$ cat config.mk
export PLATFORM = sky130hd
export DESIGN_NAME = irq_seq
export DESIGN_NICKNAME = d
export VERILOG_FILES = /design/src/rtl/irq_seq.sv
export SDC_FILE = /design/constraint.sdc
export NUM_CORES = 1
export LEC_CHECK = 0
export BUFFER_PORTS_ARGS = -buffer_cell sky130_fd_sc_hd__buf_2
export CAP_MARGIN = 0
export CORE_AREA = 2 2 150 152
export DETAILED_ROUTE_END_ITERATION = 16
export DIE_AREA = 0 0 152 154
export PLACE_DENSITY = 0.86
export RECOVER_POWER = 25
export SYNTH_ARGS = -nofsm -noshare
export SYNTH_HDL_FRONTEND = slang
export SYNTH_SLANG_ARGS = --single-unit
$ cat constraint.sdc
create_clock -name clk -period 3.55 [get_ports clk]
set_input_delay 1.065 -clock clk [delete_from_list [all_inputs] [get_ports clk]]
set_output_delay 1.065 -clock clk [all_outputs]
set_load 0.1 [all_outputs]
$ cat src/rtl/irq_seq.sv
module irq_seq #(
  parameter int DW = 32,
  parameter int AW = 8,
  parameter int RA = 4,
  parameter int KW = 3,
  parameter int MAXARG = 3,
  parameter int NSRC = 4,
  parameter int STACK_TOP = 64,
  parameter int KIND_EXT = 1,
  parameter int KIND_DIV = 3,
  parameter int KIND_UNSUP = 5
) (
  input  logic                  clk,
  input  logic                  rst_n,
  input  logic                  exc_req,
  input  logic [KW-1:0]         exc_kind,
  input  logic [$clog2(MAXARG+1)-1:0] exc_argc,
  input  logic [MAXARG*DW-1:0]  exc_args,
  input  logic [DW-5:0]         ret_pc,
  input  logic [NSRC-1:0]       ext_raise,
  input  logic                  mask_we,
  input  logic [NSRC-1:0]       mask_wdata,
  input  logic                  en_cmd,
  input  logic                  dis_cmd,
  input  logic                  reti_req,
  output logic [RA-1:0]         rf_raddr,
  input  logic [DW-1:0]         rf_rdata,
  output logic                  rf_we,
  output logic [RA-1:0]         rf_waddr,
  output logic [DW-1:0]         rf_wdata,
  output logic                  mem_en,
  output logic                  mem_we,
  output logic [AW-1:0]         mem_addr,
  output logic [DW-1:0]         mem_wdata,
  input  logic [DW-1:0]         mem_rdata,
  output logic                  pc_load,
  output logic [DW-5:0]         pc_new,
  output logic [AW-1:0]         sp,
  output logic                  busy,
  output logic                  fatal,
  output logic [1:0]            irq_state,
  output logic [KW-1:0]         irq_kind,
  output logic [(1<<KW)-1:0]    irq_nest,
  output logic [NSRC-1:0]       ext_pending
);
  localparam int PCW = DW - 4;
  localparam int NW  = 4;
  localparam int MW  = 1 << KW;
  localparam int IW  = (NSRC > 1) ? $clog2(NSRC) : 1;
  localparam logic [1:0] ST_DIS = 2'd0, ST_EN = 2'd1, ST_SRV = 2'd2;

  typedef enum logic [2:0] {S_IDLE, S_PUSH, S_RETW, S_RWORD, S_POP, S_FIX} seq_t;

  seq_t                seq;
  logic [1:0]          st;
  logic [KW-1:0]       kind, kind_q;
  logic [MW-1:0]       nest;
  logic [NSRC-1:0]     pend, mask;
  logic [AW-1:0]       sp_q;
  logic                fatal_q, fix_en;
  logic [NW-1:0]       idx, n_q;
  logic [MAXARG*DW-1:0] args_q;
  logic [PCW-1:0]      pc_q;
  logic [RA-1:0]       fix_idx;
  logic [DW-1:0]       fix_val, arg_sel;

  function automatic logic [IW-1:0] top_pend(input logic [NSRC-1:0] v);
    top_pend = '0;
    for (int i = 0; i < NSRC; i++) if (v[i]) top_pend = IW'(i);
  endfunction

  function automatic logic [KW-1:0] top_nest(input logic [MW-1:0] v);
    top_nest = '0;
    for (int i = 0; i < MW; i++) if (v[i]) top_nest = KW'(i);
  endfunction

  wire idle      = (seq == S_IDLE);
  wire do_reti   = idle & reti_req;
  wire do_exc    = idle & ~reti_req & exc_req;
  wire exc_fatal = do_exc & (st == ST_DIS);
  wire exc_take  = do_exc & ((st == ST_EN) | ((st == ST_SRV) & (exc_kind > kind)));
  wire do_dis    = idle & ~reti_req & ~exc_req & dis_cmd;
  wire do_en     = idle & ~reti_req & ~exc_req & ~dis_cmd & en_cmd;
  wire ext_ok    = idle & ~reti_req & ~exc_req & ~dis_cmd & ~en_cmd & (st == ST_EN) & (|pend);
  wire ext_drop  = ext_ok & (|(pend & ~mask));
  wire ext_take  = ext_ok & ~(|(pend & ~mask));
  wire take      = exc_take | ext_take;
  wire clr_pend  = do_dis | ext_drop | (do_reti & (st == ST_SRV) & (kind == KW'(KIND_EXT)));

  wire [KW-1:0]         new_kind = exc_take ? exc_kind : KW'(KIND_EXT);
  wire [NW-1:0]         new_n    = exc_take ? NW'(exc_argc) : NW'(1);
  wire [MAXARG*DW-1:0]  new_args = exc_take ? exc_args : (MAXARG*DW)'(top_pend(pend));
  wire [NW-1:0]         word_n   = mem_rdata[DW-1:PCW];
  wire [KW-1:0]         nest_top = top_nest(nest);

  always_comb begin
    arg_sel = '0;
    for (int i = 0; i < MAXARG; i++) if (idx == NW'(i)) arg_sel = args_q[i*DW +: DW];
  end

  always_ff @(posedge clk or negedge rst_n) begin
    if (!rst_n) begin
      seq <= S_IDLE; st <= ST_DIS; kind <= '0; kind_q <= '0; nest <= '0;
      pend <= '0; mask <= '0; sp_q <= AW'(STACK_TOP); fatal_q <= 1'b0;
      fix_en <= 1'b0; idx <= '0; n_q <= '0; args_q <= '0; pc_q <= '0;
      fix_idx <= '0; fix_val <= '0;
    end else begin
      pend <= clr_pend ? '0 : (pend | ext_raise);
      if (do_dis) mask <= '0;
      else if (mask_we) mask <= mask_wdata;
      if (exc_fatal) fatal_q <= 1'b1;
      case (seq)
        S_IDLE: begin
          if (do_reti) begin
            fix_idx <= rf_rdata[RA-1:0];
            fix_en  <= (st == ST_SRV) & ((kind == KW'(KIND_DIV)) | (kind == KW'(KIND_UNSUP)));
            sp_q    <= sp_q + 1'b1;
            seq     <= S_RWORD;
            if (st == ST_SRV) begin
              if (kind == KW'(KIND_EXT) || nest == '0) begin
                st <= ST_EN; nest <= '0; kind <= '0;
              end else begin
                kind <= nest_top;
                nest <= nest & ~(MW'(1) << nest_top);
              end
            end
          end else if (take) begin
            kind_q <= new_kind; n_q <= new_n; args_q <= new_args; pc_q <= ret_pc;
            idx    <= '0;
            seq    <= (new_n == '0) ? S_RETW : S_PUSH;
            if (st == ST_SRV) nest <= nest | (MW'(1) << kind);
            kind   <= new_kind;
            st     <= ST_SRV;
          end else if (do_dis) begin
            st <= ST_DIS; nest <= '0; kind <= '0;
          end else if (do_en && st == ST_DIS) begin
            st <= ST_EN;
          end
        end
        S_PUSH: begin
          sp_q <= sp_q - 1'b1;
          idx  <= idx + 1'b1;
          if (idx == n_q - 1'b1) seq <= S_RETW;
        end
        S_RETW: begin
          sp_q <= sp_q - 1'b1;
          seq  <= S_IDLE;
        end
        S_RWORD: begin
          fix_val <= rf_rdata;
          pc_q    <= mem_rdata[PCW-1:0];
          n_q     <= word_n;
          idx     <= word_n;
          if (word_n != '0) begin
            sp_q <= sp_q + 1'b1;
            seq  <= S_POP;
          end else seq <= S_FIX;
        end
        S_POP: begin
          idx <= idx - 1'b1;
          if (idx > NW'(1)) sp_q <= sp_q + 1'b1;
          else seq <= S_FIX;
        end
        default: seq <= S_IDLE;
      endcase
    end
  end

  assign rf_raddr  = (seq == S_PUSH) ? RA'(idx) : ((seq == S_RWORD) ? RA'(1) : '0);
  assign rf_we     = (seq == S_PUSH) | (seq == S_POP) | ((seq == S_FIX) & fix_en);
  assign rf_waddr  = (seq == S_PUSH) ? RA'(idx) : ((seq == S_POP) ? RA'(idx - 1'b1) : fix_idx);
  assign rf_wdata  = (seq == S_PUSH) ? arg_sel : ((seq == S_POP) ? mem_rdata : fix_val);
  assign mem_we    = (seq == S_PUSH) | (seq == S_RETW);
  assign mem_en    = mem_we | do_reti | ((seq == S_RWORD) & (word_n != '0)) |
                     ((seq == S_POP) & (idx > NW'(1)));
  assign mem_addr  = mem_we ? sp_q - 1'b1 : sp_q;
  assign mem_wdata = (seq == S_PUSH) ? rf_rdata : {n_q, pc_q};
  assign pc_load   = (seq == S_RETW) | (seq == S_FIX);
  assign pc_new    = (seq == S_RETW) ? PCW'(kind_q) : pc_q;
  assign sp          = sp_q;
  assign busy        = ~idle;
  assign fatal       = fatal_q;
  assign irq_state   = st;
  assign irq_kind    = kind;
  assign irq_nest    = nest;
  assign ext_pending = pend;
endmodule

==> reports/qor.yml, run 1 <==
placed_cell_area_sq_mm: 0.0148
fmax_ghz: 0.281
synth_edf_count: 0
track_usage_pct: 32.4
ys.flop_type: "dfrtp_1"
dieHeight_um: 154
ys_seq_area_share_pct: 46.2
synth_fp_nets: 1582
start_util_pct: 51.2
ant_nets: 0
die-area_sq_mm: 0.0234
avgViaCountPerCell: 5.82
final_max_slew_viol_count: 74
die_x_um: 152
path_cells: "ha_4, nor4b_4, buf_6, buf_12, a22oi_1, nor2_1, a21oi_2, o21ai_2, buf_12"
endpoint_kind: "output port"
ys_types: 66
cp_common_cell: "buf_12"
vias: 11600
htreeDepth: 1
syn_area_sq_mm: 0.0111
finalSetupViolCount: 1
start_kind: "register"
core_sq_mm: 0.0217
rsz0062_at_grt: "yes"
period_minus_slack_ns: 3.56
grt_max_degree: 91
clock_latency_ns: 0.54
grt_remaining_overflow: 0
setup_slack_ns: -0.0101
wirelength_um: 40700
async_reset_ff_share_pct: 100
status: "finished, violations left"
drc_errors: 0
drtIter0Drc: 1113
grt_pass1_wl_um: 61000
timing_worst_setup_path_type: "reg2out"
avgRoutedWirePerCell_um: 20.3
relSlewSlack_pct: -26.8
cts_root_buf: "clkbuf_16"
io_buffers: 346
worst_pin_slew_ns: 1.90
hold_class: "reg2reg"
clock-sinks: 205
skew_ns: 0.0264
hpwl_um: 28100
row_count: 54
crit_required_ns: 2.48
design_area_sq_mm: 0.0163
yosys_warnings: 0
dp_worst_setup_slack_ns: 0.0486
worst_path_max_delay_cell: "dfrtp_2"
num_io_pins: 347
synth_cells: 1361
place_congestion: 0.950
cts_tree: "built"
antenna_found_initial: 10
hold_viol: 0
cts_hold_buffers: 0
violations: "max-capacitance violations, max-slew violations, negative setup slack"
max_cap_violations: 1
clk_pin_slew_ns: 0.06
cts_buffers: 24
layout-drive-gt1-share_pct: 35.5
crit_fanout: 8
syn_area_per_cell_sq_um: 8.16
slowest_delay_ns: 0.45
fin_nets: 1913
drt-pass1-iter-count: 5
worstPathArrival_ns: 2.50
ys_ff_latch: 205
clockBufferDepth: 3
final.period_utilization_pct: 100
timing.hold.ws_ns: 0.469
first_global_vias: 11300
syn2layout_area_growth_pct: 46.7
==> through the flow <==
step	instances	setup TNS [ns]	utilization, %
2_1_floorplan	1361	-2.24	-
3_3_place_gp	1921	0	68.2
3_5_place_dp	1921	0	68.2
4_1_cts	1973	-0.0589	73.2
5_1_grt	1995	-0.720	75.0
6_report	2000	-0.0101	75.1
==> layer usage <==
metal,up-vias,global-route usage [%],routed length [um]
li1,5276,-,-
met2,696,52.5,19600
met5,-,0,24
met3,132,6.17,3490
met4,4,14.1,1850
met1,5531,42.9,15700
==> flip-flops by register name, summed over array words and instances, names as in the netlist <==
register,flops
irq_kind,3
idx,4
fix_en,1
pc_q,28
ext_pending,4
seq,3
mask,4
kind_q,3
fix_idx,4
n_q,4
fix_val,32
irq_nest,8
irq_state,2
sp,8
fatal,1
args_q,96
==> final timing paths <==
path	start	to	slack, ns	cells past startpoint
worst max-delay path	idx[0]$_DFFE_PN0P_	rf_wdata[2]	-0.01	9
worst min-delay path	fatal$_DFFE_PN0P_	fatal$_DFFE_PN0P_	0.47	1
worst max register to register	irq_kind[1]$_DFFE_PN0P_	pc_q[3]$_DFFE_PN0P_	0.78	8
worst min register to register	fatal$_DFFE_PN0P_	fatal$_DFFE_PN0P_	0.47	1
max in group asynchronous	rst_n	pc_q[23]$_DFFE_PN0P_	0.70	2
min in group asynchronous	rst_n	irq_nest[5]$_DFFE_PN0P_	1.04	1
==> critical path: cells and delay by family (launching register included) <==
family,cells,cell delay (ns)
AND/OR/NAND/NOR,2,0.42
buffers and inverters,3,0.53
adder cells (fa/ha/maj),1,0.19
AO/OA/AOI/OAI,3,0.37
flip-flops,1,0.45
==> cells in the final DEF (no fill, tap or decap), drive strengths merged, types with 7 or more instances in the layout <==
cell type  synthesis  routed
xor2              12      12
nor3              13      13
buf               47     399
a22oi             66      66
ha                13      13
nand2b             8       8
diode              0      10
and2               7       7
clkbuf            54      41
mux2               8       8
nand3             38      38
nand2            442     442
xnor2             11      11
a21oi             64      64
nor2b             27      27
o21ai            149     149
dfrtp            204     204
nor2              67      67
inv               22      21
mux2i             34      34
==> layout make-up <==
| type | count | area [sq um] |
|---|---|---|
| Timing Repair Buffer | 406 | 3620 |
| Multi-Input combinational cell | 1033 | 6220 |
| Sequential cell | 205 | 5140 |
| Inverter | 22 | 95.1 |
| Fill cell | 1474 | 5400 |
| Clock inverter | 10 | 125 |
| Antenna cell | 10 | 25.0 |
| Tap cell | 280 | 350 |
| Clock buffer | 34 | 718 |
==> repair_timing <==
item,4_1_cts,5_1_grt
setup endpoints to repair,71,62
cloned,1,3
pin swaps,3,24
resized for setup,43,52
setup buffers,7,14
==> logic make-up after synthesis <==
group,count (synthesis),synth area share (%)
AOI/OAI and AO/OA,324,17.6
adders and majority gates,13,1.46
muxes,42,3.88
and+or+nand+nor,631,24.2
DFF,205,46.2
buffers and inverters,123,4.87
xor gates and xnor gates,23,1.81
==> cell usage after synthesis, drive strengths merged (3+ instances only) <==
master  number  share of area (%)
xor2        12               0.95
a22o         3               0.24
clkbuf      54                1.9
nor4         6               0.66
nand2b       8               0.45
a21o         4               0.27
o21bai       3               0.20
nand3       38                1.7
a21oi       64                2.9
o21a         5               0.34
o31ai        6               0.41
nand4        6               0.34
or4          3               0.20
a211oi       4               0.27
and3         5               0.28
and2         7               0.41
nor3        13               0.68
a22oi       66                4.5
nor2b       27                1.5
xnor2       11               0.87
a31oi        3               0.17
o21ai      149                6.8
nor2        67                2.3
mux2         8               0.81
dfrtp      204                 46
mux2i       34                3.1
ha          13                1.5
inv         22               0.74
nand2      442                 15
buf         47                2.3
Power of run 1 is left out: the tool's default activity adds up to more than one toggle a clock period on the data nets, which glitch-free logic cannot reach.
==> inputs of run 2 (changes only) <==
ABC_AREA = 1   (was default)
CORE_AREA = 2 2 152 154   (was 2 2 150 152)
CTS_CLUSTER_SIZE = 40   (was default)
DIE_AREA = 0 0 154 156   (was 0 0 152 154)
==> reports/qor.yml, run 2 <==
grt_pass1_wl_um: 65600
num_io_pins: 347
vias: 12500
antenna_found_initial: 4
cts_tree: "built"
place_congestion: 0.970
regArea_sq_mm: 0.00513
synthTopCellsByArea: "dfrtp_1 (44%), nand2_1 (12%), o21ai_0 (10%)"
worst_pin_slew_ns: 2.28
grt_max_degree: 105
first_global_vias: 12200
die-area_sq_mm: 0.0240
regMostFlops: "args_q"
top_layer_used: "met5"
synth.area.mux_share_pct: 0
timing_worst_setup_path_type: "reg2out"
crit_required_ns: 2.48
core_sq_mm: 0.0224
clock_latency_ns: 0.54
synth_adder_area_share_pct: 1.42
clock-sinks: 205
worstPathArrival_ns: 2.42
synth_top_area_share_pct: 44.4
htreeDepth: 1
wl_met2_um: 19700
relSlewSlack_pct: -51.7
multi_input_area_sq_mm: 0.00532
drtIter0Drc: 1466
fmax_ghz: 0.287
track_usage_pct: 34.8
wl_met3_um: 3890
ys_seq_area_share_pct: 44.7
synth_cells: 1576
synth.most_common_cell: "nand2_1"
fillers: 1821
rsz0062_at_grt: "yes"
clk_pin_slew_ns: 0.06
timing.hold.ws_ns: 0.469
crit_fanout: 32
synth_compound_area_share_pct: 18.0
largest_reg_flops: 96
drc_errors: 0
synth_fp_nets: 1797
grt_remaining_overflow: 0
syn_area_per_cell_sq_um: 7.29
drt-pass1-iter-count: 5
synth_top_family_by_area: "simple AND/OR/NAND/NOR gates"
fin_nets: 2109
synthSimpleGateAreaFrac_pct: 24.4
finalSetupViolCount: 0
start_util_pct: 51.4
dieHeight_um: 156
ys_types: 44
avgViaCountPerCell: 5.71
clockBufferDepth: 3
wirelength_um: 42500
reg_top3: "args_q x96, fix_val x32, pc_q x28"
max_cap_violations: 1
syn_area_sq_mm: 0.0115
period_minus_slack_ns: 3.49
setup_tns_ns: 0
layout-drive-gt1-share_pct: 26.4
final_max_slew_viol_count: 87
ys.flop_type: "dfrtp_1"
final.period_utilization_pct: 98.2
skew_ns: 0.0258
row_count: 55
avgRoutedWirePerCell_um: 19.4
hold_viol: 0
cts_buffers: 24
yosysTopAreaCell: "dfrtp_1"
status: "finished, violations left"
ant_nets: 0
yosys_warnings: 0
setup_slack_ns: 0.0638
m1WireLength_um: 15700
dp_worst_setup_slack_ns: 0.296
endpoint_kind: "output port"
synth.top_cells.by_count: "nand2_1 (366), o21ai_0 (237), inv_1 (220)"
r2r_cells: 8
whs_path_depth: 1
hpwl_um: 30800
die_x_um: 154
synth_edf_count: 0
async_reset_ff_share_pct: 100
yosys.area_share.xor_xnor_pct: 0.534
hold_class: "reg2reg"
start_kind: "register"
violations: "max-capacitance violations, max-slew violations"
ys_ff_latch: 205
syn2layout_area_growth_pct: 32.2
cts_hold_buffers: 0
io_buffers: 346
cts_root_buf: "clkbuf_16"
layout_common_cells: "nand2_1 (363), buf_2 (294), inv_1 (218)"
layout_commonest_cell: "nand2_1"
run 2: logic make-up after synthesis:
logic type / Yosys count
AND/OR/NAND/NOR: 655
buffers and inverters: 320
flip-flops: 205
XOR/XNOR: 7
AO/OA/AOI/OAI: 376
adder cells (fa/ha/maj): 13
run 2: path summary, 6_finish.rpt:
path	slack, ns	end	from
setup / recovery	0.06	pc_new[0]	seq[2]$_DFFE_PN0P_
hold / removal	0.47	fatal$_DFFE_PN0P_	fatal$_DFFE_PN0P_
setup reg to reg	0.70	n_q[2]$_DFFE_PN0P_	seq[2]$_DFFE_PN0P_
hold reg to reg	0.47	fatal$_DFFE_PN0P_	fatal$_DFFE_PN0P_
max in group asynchronous	0.96	args_q[7]$_DFFE_PN0P_	rst_n
min in group asynchronous	1.20	pc_q[11]$_DFFE_PN0P_	rst_n
run 2: cell type report:
class | instances | share of cell area, %
Multi-Input combinational cell | 1051 | 35.0
Sequential cell | 205 | 33.8
Timing Repair Buffer | 377 | 17.5
Inverter | 228 | 5.74
Clock buffer | 34 | 4.53
Tap cell | 285 | 2.35
Clock inverter | 9 | 0.955
Timing Repair inverter | 1 | 0.0412
Antenna cell | 2 | 0.0329
run 2: metal layers:
| layer | track usage (%) | vias up |
|---|---|---|
| met2 | 57.6 | 738 |
| met3 | 6.31 | 166 |
| met1 | 41.9 | 5854 |
| li1 | - | 5763 |
| met4 | 23.3 | 4 |
| met5 | 0 | - |
run 2: critical path: stages, from the launching register on:
cell and delay, ns:
dfrtp_1 0.43, inv_2 0.12, nand3_1 0.14, buf_4 0.41
nand2_1 0.16, o21ai_1 0.16, buf_2 0.46
run 2: through the flow:
stage / utilization (%) / area [sq um] / cells
final: 67.9 / 15200 / 2192
after global routing: 67.9 / 15200 / 2192
after CTS: 67.6 / 15100 / 2187
after detailed placement: 63.4 / 14200 / 2143
after global placement: 63.4 / 14200 / 2143
after floorplan: - / 11600 / 1576
run 2: what timing repair did:
| action | 4_1_cts | 5_1_grt |
|---|---|---|
| gates resized for setup | 21 | 24 |
| gates cloned | 1 | 1 |
| pin swaps | 1 | 3 |
| setup buffers | 0 | 2 |
| endpoints found under the setup margin | 37 | 42 |
Power of run 2 is left out for the same reason.
